===== src/rtl/sbm_pkg.sv =====
package sbm_pkg;

    localparam int HOST_AW = 8;
    localparam int HOST_DW = 32;
    localparam int LOW_AW  = 8;
    localparam int HI_AW   = 7;
    localparam int FULL_AW = LOW_AW + HI_AW;
    localparam int BYTE_W  = 8;

    localparam logic [HOST_AW-1:0] OFS_CMD    = 8'h08;
    localparam logic [HOST_AW-1:0] OFS_RDATA  = 8'h10;
    localparam logic [HOST_AW-1:0] OFS_STATUS = 8'h14;
    localparam logic [HOST_AW-1:0] OFS_MODE   = 8'h1C;

    localparam int CMD_RNW_BIT  = 24;
    localparam int CMD_ADDR_LSB = 16;
    localparam int MODE_HI_LSB  = 4;

    typedef enum logic [1:0] {
        ST_IDLE   = 2'd0,
        ST_SHIFT  = 2'd1,
        ST_FINISH = 2'd2
    } xfer_state_e;

    typedef struct packed {
        logic               rnw;
        logic [FULL_AW-1:0] addr;
        logic [BYTE_W-1:0]  wdata;
    } xfer_req_t;

endpackage


===== src/rtl/sbm_host_regs.sv =====
module sbm_host_regs
    import sbm_pkg::*;
#(
    parameter logic [3:0] MODE_LOW = 4'h5
) (
    input  logic               clk,
    input  logic               rst_n,
    input  logic               host_wr,
    input  logic               host_rd,
    input  logic [HOST_AW-1:0] host_addr,
    input  logic [HOST_DW-1:0] host_wdata,
    output logic [HOST_DW-1:0] host_rdata,
    input  logic               st_busy,
    input  logic               st_ready,
    input  logic               st_rdr,
    input  logic [BYTE_W-1:0]  rd_byte,
    output logic               cmd_go,
    output logic               rd_pop,
    output xfer_req_t          new_req
);

    localparam int PAD_MODE = HOST_DW - HI_AW - 4;
    localparam int PAD_STAT = HOST_DW - 3;
    localparam int PAD_RD   = HOST_DW - BYTE_W;

    logic [HI_AW-1:0] mode_hi_q;
    logic             mode_wr;
    logic             unused_wbits;

    assign cmd_go  = host_wr && (host_addr == OFS_CMD);
    assign mode_wr = host_wr && (host_addr == OFS_MODE);
    assign rd_pop  = host_rd && (host_addr == OFS_RDATA);

    assign unused_wbits = ^{host_wdata[HOST_DW-1:CMD_RNW_BIT+1],
                            host_wdata[CMD_ADDR_LSB-1:MODE_HI_LSB+HI_AW]};

    always_ff @(posedge clk or negedge rst_n) begin
        if (!rst_n) begin
            mode_hi_q <= '0;
        end else if (mode_wr) begin
            mode_hi_q <= host_wdata[MODE_HI_LSB +: HI_AW];
        end
    end

    always_comb begin
        new_req.rnw   = host_wdata[CMD_RNW_BIT];
        new_req.addr  = {mode_hi_q, host_wdata[CMD_ADDR_LSB +: LOW_AW]};
        new_req.wdata = host_wdata[BYTE_W-1:0];
    end

    always_comb begin
        case (host_addr)
            OFS_RDATA:  host_rdata = {{PAD_RD{1'b0}}, rd_byte};
            OFS_STATUS: host_rdata = {{PAD_STAT{1'b0}}, st_rdr, st_ready, st_busy};
            OFS_MODE:   host_rdata = {{PAD_MODE{1'b0}}, mode_hi_q, MODE_LOW};
            default:    host_rdata = '0;
        endcase
    end


    mode_hold_chk: assert property (@(posedge clk) disable iff (!rst_n)
        !mode_wr |=> $stable(mode_hi_q));


    one_access_chk: assert property (@(posedge clk) disable iff (!rst_n)
        !(host_wr && host_rd));

endmodule


===== src/rtl/sbm_xfer_engine.sv =====
module sbm_xfer_engine
    import sbm_pkg::*;
#(
    parameter int XFER_CYCLES    = 250,
    parameter int TIMEOUT_CYCLES = 5000
) (
    input  logic              clk,
    input  logic              rst_n,
    input  logic              cmd_go,
    input  xfer_req_t         new_req,
    input  logic              rd_pop,
    input  logic [BYTE_W-1:0] rmt_byte,
    output logic              busy,
    output logic              ready,
    output logic              rdr,
    output logic [BYTE_W-1:0] rd_byte,
    output logic              link_strobe,
    output xfer_req_t         link_req
);

    localparam int CW = $clog2(XFER_CYCLES + 1);
    localparam int RW = $clog2(TIMEOUT_CYCLES + 2);

    xfer_state_e     state_q, state_d;
    logic [CW-1:0]   cnt_q;
    xfer_req_t       req_q;
    logic            accept;
    logic            commit;
    logic [RW-1:0]   run_q;

    assign accept = cmd_go && (state_q == ST_IDLE);
    assign commit = (state_q == ST_FINISH);

    // state register
    always_ff @(posedge clk or negedge rst_n) begin
        if (!rst_n) state_q <= ST_IDLE;
        else        state_q <= state_d;
    end

    // next-state logic
    always_comb begin
        state_d = state_q;
        unique case (state_q)
            ST_IDLE:   if (cmd_go) state_d = ST_SHIFT;
            ST_SHIFT:  if (cnt_q == '0) state_d = ST_FINISH;
            ST_FINISH: state_d = ST_IDLE;
            default:   state_d = ST_IDLE;
        endcase
    end

    // outputs decoded from state
    always_comb begin
        busy        = 1'b1;
        ready       = 1'b0;
        link_strobe = 1'b0;
        unique case (state_q)
            ST_IDLE:   begin busy = 1'b0; ready = 1'b1; end
            ST_SHIFT:  ;
            ST_FINISH: link_strobe = 1'b1;
            default:   ;
        endcase
    end

    assign link_req = req_q;

    always_ff @(posedge clk or negedge rst_n) begin
        if (!rst_n) begin
            cnt_q <= '0;
            req_q <= '0;
        end else if (accept) begin
            cnt_q <= CW'(XFER_CYCLES - 1);
            req_q <= new_req;
        end else if ((state_q == ST_SHIFT) && (cnt_q != '0)) begin
            cnt_q <= cnt_q - 1'b1;
        end
    end

    always_ff @(posedge clk or negedge rst_n) begin
        if (!rst_n) begin
            rdr     <= 1'b0;
            rd_byte <= '0;
        end else if (accept) begin
            rdr <= 1'b0;
        end else begin
            if (rd_pop) rdr <= 1'b0;
            if (commit && req_q.rnw) begin
                rdr     <= 1'b1;
                rd_byte <= rmt_byte;
            end
        end
    end

    // busy run-length counter for the timeout bound
    always_ff @(posedge clk or negedge rst_n) begin
        if (!rst_n)               run_q <= '0;
        else if (!busy)           run_q <= '0;
        else if (run_q != '1)     run_q <= run_q + 1'b1;
    end


    accept_busy_chk: assert property (@(posedge clk) disable iff (!rst_n)
        (cmd_go && ready) |=> (busy && !ready && !rdr));


    busy_ignore_chk: assert property (@(posedge clk) disable iff (!rst_n)
        (cmd_go && busy) |=> $stable(req_q));


    timeout_chk: assert property (@(posedge clk) disable iff (!rst_n)
        run_q <= RW'(TIMEOUT_CYCLES));


    strobe_last_chk: assert property (@(posedge clk) disable iff (!rst_n)
        link_strobe |=> (!busy && !link_strobe));


    rdr_source_chk: assert property (@(posedge clk) disable iff (!rst_n)
        $rose(rdr) |-> $past(link_strobe && link_req.rnw));

endmodule


===== src/rtl/sbm_remote_file.sv =====
module sbm_remote_file
    import sbm_pkg::*;
#(
    parameter int REMOTE_AW = 8
) (
    input  logic              clk,
    input  logic              rst_n,
    input  logic              strobe,
    input  xfer_req_t         req,
    output logic [BYTE_W-1:0] rmt_byte
);

    localparam int DEPTH = 1 << REMOTE_AW;

    logic [BYTE_W-1:0]    mem_q [DEPTH];
    logic [REMOTE_AW-1:0] idx;
    logic                 unused_hi;

    assign idx       = req.addr[REMOTE_AW-1:0];
    assign unused_hi = ^req.addr[FULL_AW-1:REMOTE_AW];
    assign rmt_byte  = mem_q[idx];

    always_ff @(posedge clk or negedge rst_n) begin
        if (!rst_n) begin
            for (int i = 0; i < DEPTH; i++) mem_q[i] <= '0;
        end else if (strobe && !req.rnw) begin
            mem_q[idx] <= req.wdata;
        end
    end


    write_lands_chk: assert property (@(posedge clk) disable iff (!rst_n)
        (strobe && !req.rnw) |=> (mem_q[$past(idx)] == $past(req.wdata)));

endmodule


===== src/rtl/sbm_regfront.sv =====
module sbm_regfront
    import sbm_pkg::*;
#(
    parameter int         XFER_CYCLES    = 250,
    parameter int         TIMEOUT_CYCLES = 5000,
    parameter logic [3:0] MODE_LOW       = 4'h5,
    parameter int         REMOTE_AW      = 8
) (
    input  logic        clk,
    input  logic        rst_n,
    input  logic        host_wr,
    input  logic        host_rd,
    input  logic [7:0]  host_addr,
    input  logic [31:0] host_wdata,
    output logic [31:0] host_rdata,
    output logic        link_strobe,
    output logic        link_rnw,
    output logic [14:0] link_addr,
    output logic [7:0]  link_wdata
);

    logic              cmd_go, rd_pop;
    logic              st_busy, st_ready, st_rdr;
    logic [BYTE_W-1:0] rd_byte, rmt_byte;
    xfer_req_t         new_req, link_req;

    sbm_host_regs #(.MODE_LOW(MODE_LOW)) u_regs (
        .clk        (clk),
        .rst_n      (rst_n),
        .host_wr    (host_wr),
        .host_rd    (host_rd),
        .host_addr  (host_addr),
        .host_wdata (host_wdata),
        .host_rdata (host_rdata),
        .st_busy    (st_busy),
        .st_ready   (st_ready),
        .st_rdr     (st_rdr),
        .rd_byte    (rd_byte),
        .cmd_go     (cmd_go),
        .rd_pop     (rd_pop),
        .new_req    (new_req)
    );

    sbm_xfer_engine #(
        .XFER_CYCLES    (XFER_CYCLES),
        .TIMEOUT_CYCLES (TIMEOUT_CYCLES)
    ) u_engine (
        .clk         (clk),
        .rst_n       (rst_n),
        .cmd_go      (cmd_go),
        .new_req     (new_req),
        .rd_pop      (rd_pop),
        .rmt_byte    (rmt_byte),
        .busy        (st_busy),
        .ready       (st_ready),
        .rdr         (st_rdr),
        .rd_byte     (rd_byte),
        .link_strobe (link_strobe),
        .link_req    (link_req)
    );

    sbm_remote_file #(.REMOTE_AW(REMOTE_AW)) u_remote (
        .clk      (clk),
        .rst_n    (rst_n),
        .strobe   (link_strobe),
        .req      (link_req),
        .rmt_byte (rmt_byte)
    );

    assign link_rnw   = link_req.rnw;
    assign link_addr  = link_req.addr;
    assign link_wdata = link_req.wdata;

endmodule


===== config.mk =====
export PLATFORM = sky130hd
export DESIGN_NAME = sbm_regfront
export DESIGN_NICKNAME = d
export VERILOG_FILES = /design/src/rtl/sbm_pkg.sv /design/src/rtl/sbm_host_regs.sv /design/src/rtl/sbm_xfer_engine.sv /design/src/rtl/sbm_remote_file.sv /design/src/rtl/sbm_regfront.sv
export SDC_FILE = /design/constraint.sdc
export NUM_CORES = 2
export LEC_CHECK = 0
export CAP_MARGIN = 20
export CORE_ASPECT_RATIO = 2
export CORE_MARGIN = 3
export CORE_UTILIZATION = 55
export DETAILED_ROUTE_END_ITERATION = 8
export PLACE_DENSITY_LB_ADDON = 0.15
export SYNTH_ARGS = -nofsm -noshare
export SYNTH_HDL_FRONTEND = slang
export SYNTH_SLANG_ARGS = --single-unit

===== constraint.sdc =====
create_clock -name clk -period 3.15 [get_ports clk]
set_input_delay 0.63 -clock clk [delete_from_list [all_inputs] [get_ports clk]]
set_output_delay 0.63 -clock clk [all_outputs]
set_load 0.005 [all_outputs]

---- Word level (Yosys, flattened, before mapping) ----
Index checks and enable logic that the tools add are counted.
word-level totals
  bits in registers ....................... 2,098
  latch bits .............................. 0
  RAM bits ................................ 0
  memory bits (read-only) ................. 0
  input bits .............................. 44
  output and inout port bits .............. 57
  logic and storage cells ................. 311
  memories ................................ 0
operators by class
  $add $sub $neg .......................... 1
  multiply operators ...................... 0
  div/mod/pow operators ................... 0
  order comparisons ....................... 2
  eq/ne operators ......................... 8
  shifts and indexed selects .............. 0
  multiplexer cells ....................... 18
  bitwise operators ....................... 2
  reduce and logical (&&, ||, !) cells .... 16
operator list
  operator               count
  $bwmux W2048           1
  $bmux W8 S8            1
  $demux W8 S8           1
  $mux W8                5
  $pmux W11 S3           1
  $eq A8 B5 Y1 const B   3
  $ge A9 B9 Y1 const B   1
  $lt A9 B1 Y1 const B   1
  $not A8 Y9             1
  $eq A8 B4 Y1 const B   1
  $logic_and A1 B1 Y1    8
  $logic_not A8 Y1       1
  $reduce_bool A8 Y1     1
  $sub A8 B1 Y8 const B  1
  $mux W1                6
  $mux W2                2
  $ne A2 B1 Y1 const B   2
  $pmux W2 S2            1
  $reduce_and A2 Y1      2
  $reduce_bool A3 Y1     1
  $eq A2 B1 Y1 const B   1
  $eq A2 B2 Y1 const B   1
  $logic_not A2 Y1       1
  $reduce_bool A2 Y1     1
  other kinds (2)        2

---- Longest topological paths before layout ----
  word-level depth ........................ 6
  gate-level depth with buffers ........... 13
  mapped depth without buffers ............ 8

---- Modules after synthesis ----
A second synthesis with hierarchy kept.
second synthesis, totals
  cells, all modules ...................... 6,078
  area, all modules ....................... 94,622.0 µm²
modules (own cells, without submodules)
  module           times used  cells an instance  area an instance (µm²)  sequential area each (µm²)
  sbm_remote_file  1           5,816              92,069.6                51,249.2
  sbm_xfer_engine  1           173                1,771.7                 1,076.0
  sbm_host_regs    1           89                 780.7                   175.2

---- Worst setup path before layout ----
Ideal clock, no wire load.
  path type ............................... in2out
  start point ............................. in host_addr[1]
  end point ............................... out host_rdata[4]
  arrival time ............................ 1.954 ns
  required time ........................... 2.520 ns
  slack ................................... 0.566 ns
  cell stages on the path ................. 6
  buffers on the path ..................... 1
  path through ............................ or4_1 > nor2_1 > and2_1 > and3_1 > clkbuf_1 > a22o_1
between the ends
  cells in the longest elaborated chain, start to end .. 2
  elaborated cells between the ends (all ways) .. 4
  those cells by class .................... 3 x eq/ne; 1 x mux
ends and longest elaborated chain
  item             line                 text
  start, declared  sbm_regfront.sv:13   input logic [7:0] host_addr,
  $eq A8 B5 Y1     sbm_host_regs.sv:52  case (host_addr)
  $pmux W11 S3 *   sbm_host_regs.sv:52
  end, declared    sbm_regfront.sv:15   output logic [31:0] host_rdata,
Mark *: on every way between the ends. The rest lies on a longest branch, timed or not.

---- Worst setup path in the final report ----
  start point ............................. reg u_engine.req_q (netlist bit u_engine.link_req[9])
  end point ............................... reg u_engine.rd_byte[1]
between the ends
  cells in the longest elaborated chain, start to end .. 4
ends and longest elaborated chain
  item                                        line                   text
  start, declared                             sbm_xfer_engine.sv:26  xfer_req_t req_q;
  start signal, assigned                      sbm_xfer_engine.sv:72  req_q <= new_req;
  $not A8 Y9 (implied by the code)            sbm_remote_file.sv:21  assign rmt_byte = mem_q[idx];
  $bmux W8 S8                                 sbm_remote_file.sv:21
  $mux W8 (implied by the code) (2 in a row)  sbm_remote_file.sv:21
  end signal, assigned                        sbm_xfer_engine.sv:88  rd_byte <= rmt_byte;
  end, declared                               sbm_xfer_engine.sv:16  output logic [BYTE_W-1:0] rd_byte,
No other way between the ends. The select of a mux whose other input is x is not followed.
A chain may end at the register's enable or synchronous reset.

==> impl_metrics.toml <==
[detailed_routing]
wl_mm = 285
wl_per_cell_um = 31.4
drc_errors = 0
postRouteAntennaNets = 0
vias = 58000
first_iter_violations = 4754
drtPass1Iterations = 5
viasPerCell = 6.37

[setup_path]
cp_data_required_time_ns = 3.91
crit_slowest_cell = "dfrtp_4"
cp-end-kind = "flip-flop"
r2r_cells = 11
r2r_start = "u_engine.link_req[9]$_DFFE_PN0P_"
regToRegSetupSlack_ns = -0.004
arrival_ns = 3.91
worstSetupStartpointType = "flip-flop"
crit_fanout = 25
crit_top_cell = "buf_12"
path_cells = "buf_12, buf_12, buf_12, mux4_2, mux2i_2, a22oi_2, a21oi_1, buf_4, nor2_1, nand4b_1, a21oi_1"
worst-setup-path-type = "flip-flop to flip-flop"
max_stage_delay_ns = 0.62
reg2reg_to = "u_engine.rd_byte[1]$_DFFE_PN0P_"

[floorplan]
io_pins = 101
core.rowCount = 216
initial_utilization = 0.556
fp.dieH_um = 599
die_area_mm2 = 0.181
die_width_um = 302
core_mm2 = 0.174

[finish]
drive_gt1_frac = 0.522
regArea_mm2 = 0.0525
nFillCells = 12500
final_cell_mix = "dfrtp_1, mux2_2, mux4_2"
multi_input_area_mm2 = 0.0419
layout_commonest_cell = "dfrtp_1"
syn2layout_area_growth_pct = 15.1
nNetsFinal = 6711

[timing]
holdWs_ns = 0.306
post-route-period-util = 1.00
drv_slew = 0
fmax_mhz = 317
fin_crit_ns = 3.15
relSlewSlack = 0.296
fin_skew_ns = 0.0465
finalSetupViolCount = 1
final.setup.worst_slack_ns = -0.00364
tightest_slew_ns = 1.05
hold_viol = 0

[global_route]
track_usage = 0.319
busiest_layer = "met2"
grt_pass1_vias = 62000
met2_usage = 0.536
gr-total-overflow = 0
gr-usage-met3 = 0.0487
grt_max_degree = 181
antenna_found_initial = 8
grt_pass1_wl_mm = 421
grt_use_met1 = 0.382

[worst_hold_path]
hp-start = "host_wdata[18]"
min_path_type = "input port to flip-flop"
worstHoldEndpoint = "u_engine.link_req[10]$_DFFE_PN0P_"
whs_path_depth = 3

[placement]
io_buffer_count = 67
routabilityCongestion = 0.922
dpl.hpwl_mm = 197

[logic_synthesis]
synth_compound_area_frac = 0.0226
synth_top_cell_by_area = "dfrtp_1"
yosys.area_share.xor_xnor = 0.000544
synth-seq-area-share = 0.544
synth_edf_count = 0
yosys-top-cells-area = "dfrtp_1, mux2_2, mux4_2, mux2i_1, mux2_1"
synth_top_family_by_area = "multiplexers"
synthCells = 6270
ys_async_sr_fraction = 1.00
syn_avg_cell_area_um2 = 15.4
synth_top_area_share = 0.544
synth.cell_area_mm2 = 0.0965
synthAdderAreaFrac = 0.000259
yosys_warnings = 0
synthMuxAreaShare = 0.370
ys.flop_type = "dfrtp_1"
synth-simple-area-share = 0.0363
ys_seq_elements = 2098
synth_cell_types = 84

[power_and_ir_drop]
power.total_uw = 54400
p_per_area_mw_per_mm2 = 489
pwr-share-comb = 0.068
seq_power_share = 0.498
power_frac_clock = 0.434
switching_share = 0.237
netSwitchingPower_uw = 12900
ir_drop_v = 0.000438
internal_power_uw = 41500
cellLeakagePower_uw = 0.0538

[clocking]
cts_sinks = 2098
clock-root-buffer = "clkbuf_16"
cts_max_path_buffers = 4
cts_tree = "done"
clkSlewWorstSetupHoldPaths_ns = 0.07
insertion_delay_ns = 0.84
htreeDepth = 4
cts_buffers = 190

[outcome]
violations = "negative setup slack"
status = "finished with violations"

[flow_run]
drv_cap = 0
[timing repair]
item | 4_1_cts | 5_1_grt
setup endpoints to repair | 53 | 51
resized for setup | 74 | 37
hold buffers | 1 | 0
cloned | 1 | 2
pin swaps | 9 | 6
buffers inserted | 9 | 14
hold endpoints to repair | 17 | 0
[final cells by class]
cell class / count / share of cell area
tap: 2289 / 0.0258
antenna: 5 / 0.000113
multi-input combinational: 3702 / 0.377
inverter: 6 / 0.000225
sequential: 2098 / 0.473
timing repair buffer: 667 / 0.0672
clock inverter: 49 / 0.00471
clock buffer: 287 / 0.0515
[through the flow]
step                      TNS [ns]   util  cell area (µm²)  setup slack [ns]  cells
after global routing       -0.0112  0.639           111000          -0.00533   9099
after CTS                        0  0.637           111000           0.00637   9083
after floorplan                  0      -            96600             0.566   6290
after detailed placement    -10.67  0.600           104000            -0.837   8737
after global placement      -11.24  0.600           104000            -0.878   8737
final                     -0.00364  0.639           111000          -0.00364   9103
[state kept, by name, indices dropped and copies added, names as in the netlist]
name               count
u_remote.mem_q      2048
u_engine.link_req     24
u_engine.cnt_q         8
u_engine.rd_byte       8
u_regs.mode_hi_q       7
u_engine.state_q       2
u_engine.rdr           1
[worst max-delay path by stage]
stage / startpoint / to / depth (start not counted)
after floorplan: host_addr[1] / host_rdata[4] / 6
after global placement: host_addr[1] / host_rdata[5] / 9
after detailed placement: host_addr[1] / host_rdata[4] / 9
after CTS: host_addr[7] / host_rdata[4] / 10
after global routing: u_engine.link_req[8]$_DFFE_PN0P_ / u_engine.rd_byte[7]$_DFFE_PN0P_ / 10
final: u_engine.link_req[9]$_DFFE_PN0P_ / u_engine.rd_byte[1]$_DFFE_PN0P_ / 11
[critical path: cells and delay by family, from the launching register on]
kind	cells	cell delay, ns
buf+inv	4	0.86
flops	1	0.62
simple gates	2	0.44
compound gates	3	0.78
mux	2	0.32
[power groups by stage]
stage                     clock, µW  sequential, µW  combinational, µW
after CTS                     24000           27100               3630
after global placement            0           27600               3540
after detailed placement          0           27600               3590
final                         23600           27100               3680
after global routing          25000           27100               3880
after floorplan                   0           27500               1680
[metal layers]
| layer | share of wire | vias to the layer above |
|---|---|---|
| met2 | 0.50 | 1796 |
| met3 | 0.053 | 717 |
| li1 | - | 24000 |
| met1 | 0.37 | 31400 |
| met4 | 0.081 | 2 |
| met5 | 0.000035 | - |
[synth_stat cells, types with 10 or more instances]
cell type,number
o2111ai_1,10
nand2_2,29
nor2_2,82
nand2b_1,11
nor3_1,17
mux2_1,126
o22ai_1,42
nand2_1,309
a21oi_1,38
a22oi_1,54
mux2_2,1944
and3_1,27
buf_1,13
dfrtp_1,2098
buf_2,84
nand3_1,32
nor2_4,39
a32o_1,10
mux2i_1,161
mux4_1,10
a221oi_1,10
buf_4,71
clkbuf_1,275
nor2b_1,16
o21ai_0,20
a32oi_1,23
a211oi_1,17
buf_6,36
mux4_2,468
a22o_1,21
nor2_1,54
[logic make-up after synthesis]
group                      count (synthesis)
DFF                                     2098
AOI/OAI and AO/OA                        294
muxes                                   2709
adders and majority gates                  2
xor gates and xnor gates                   6
and+or+nand+nor                          670
buffers and inverters                    490
other                                      1
Note: power is estimated with default switching activity, not from simulation.
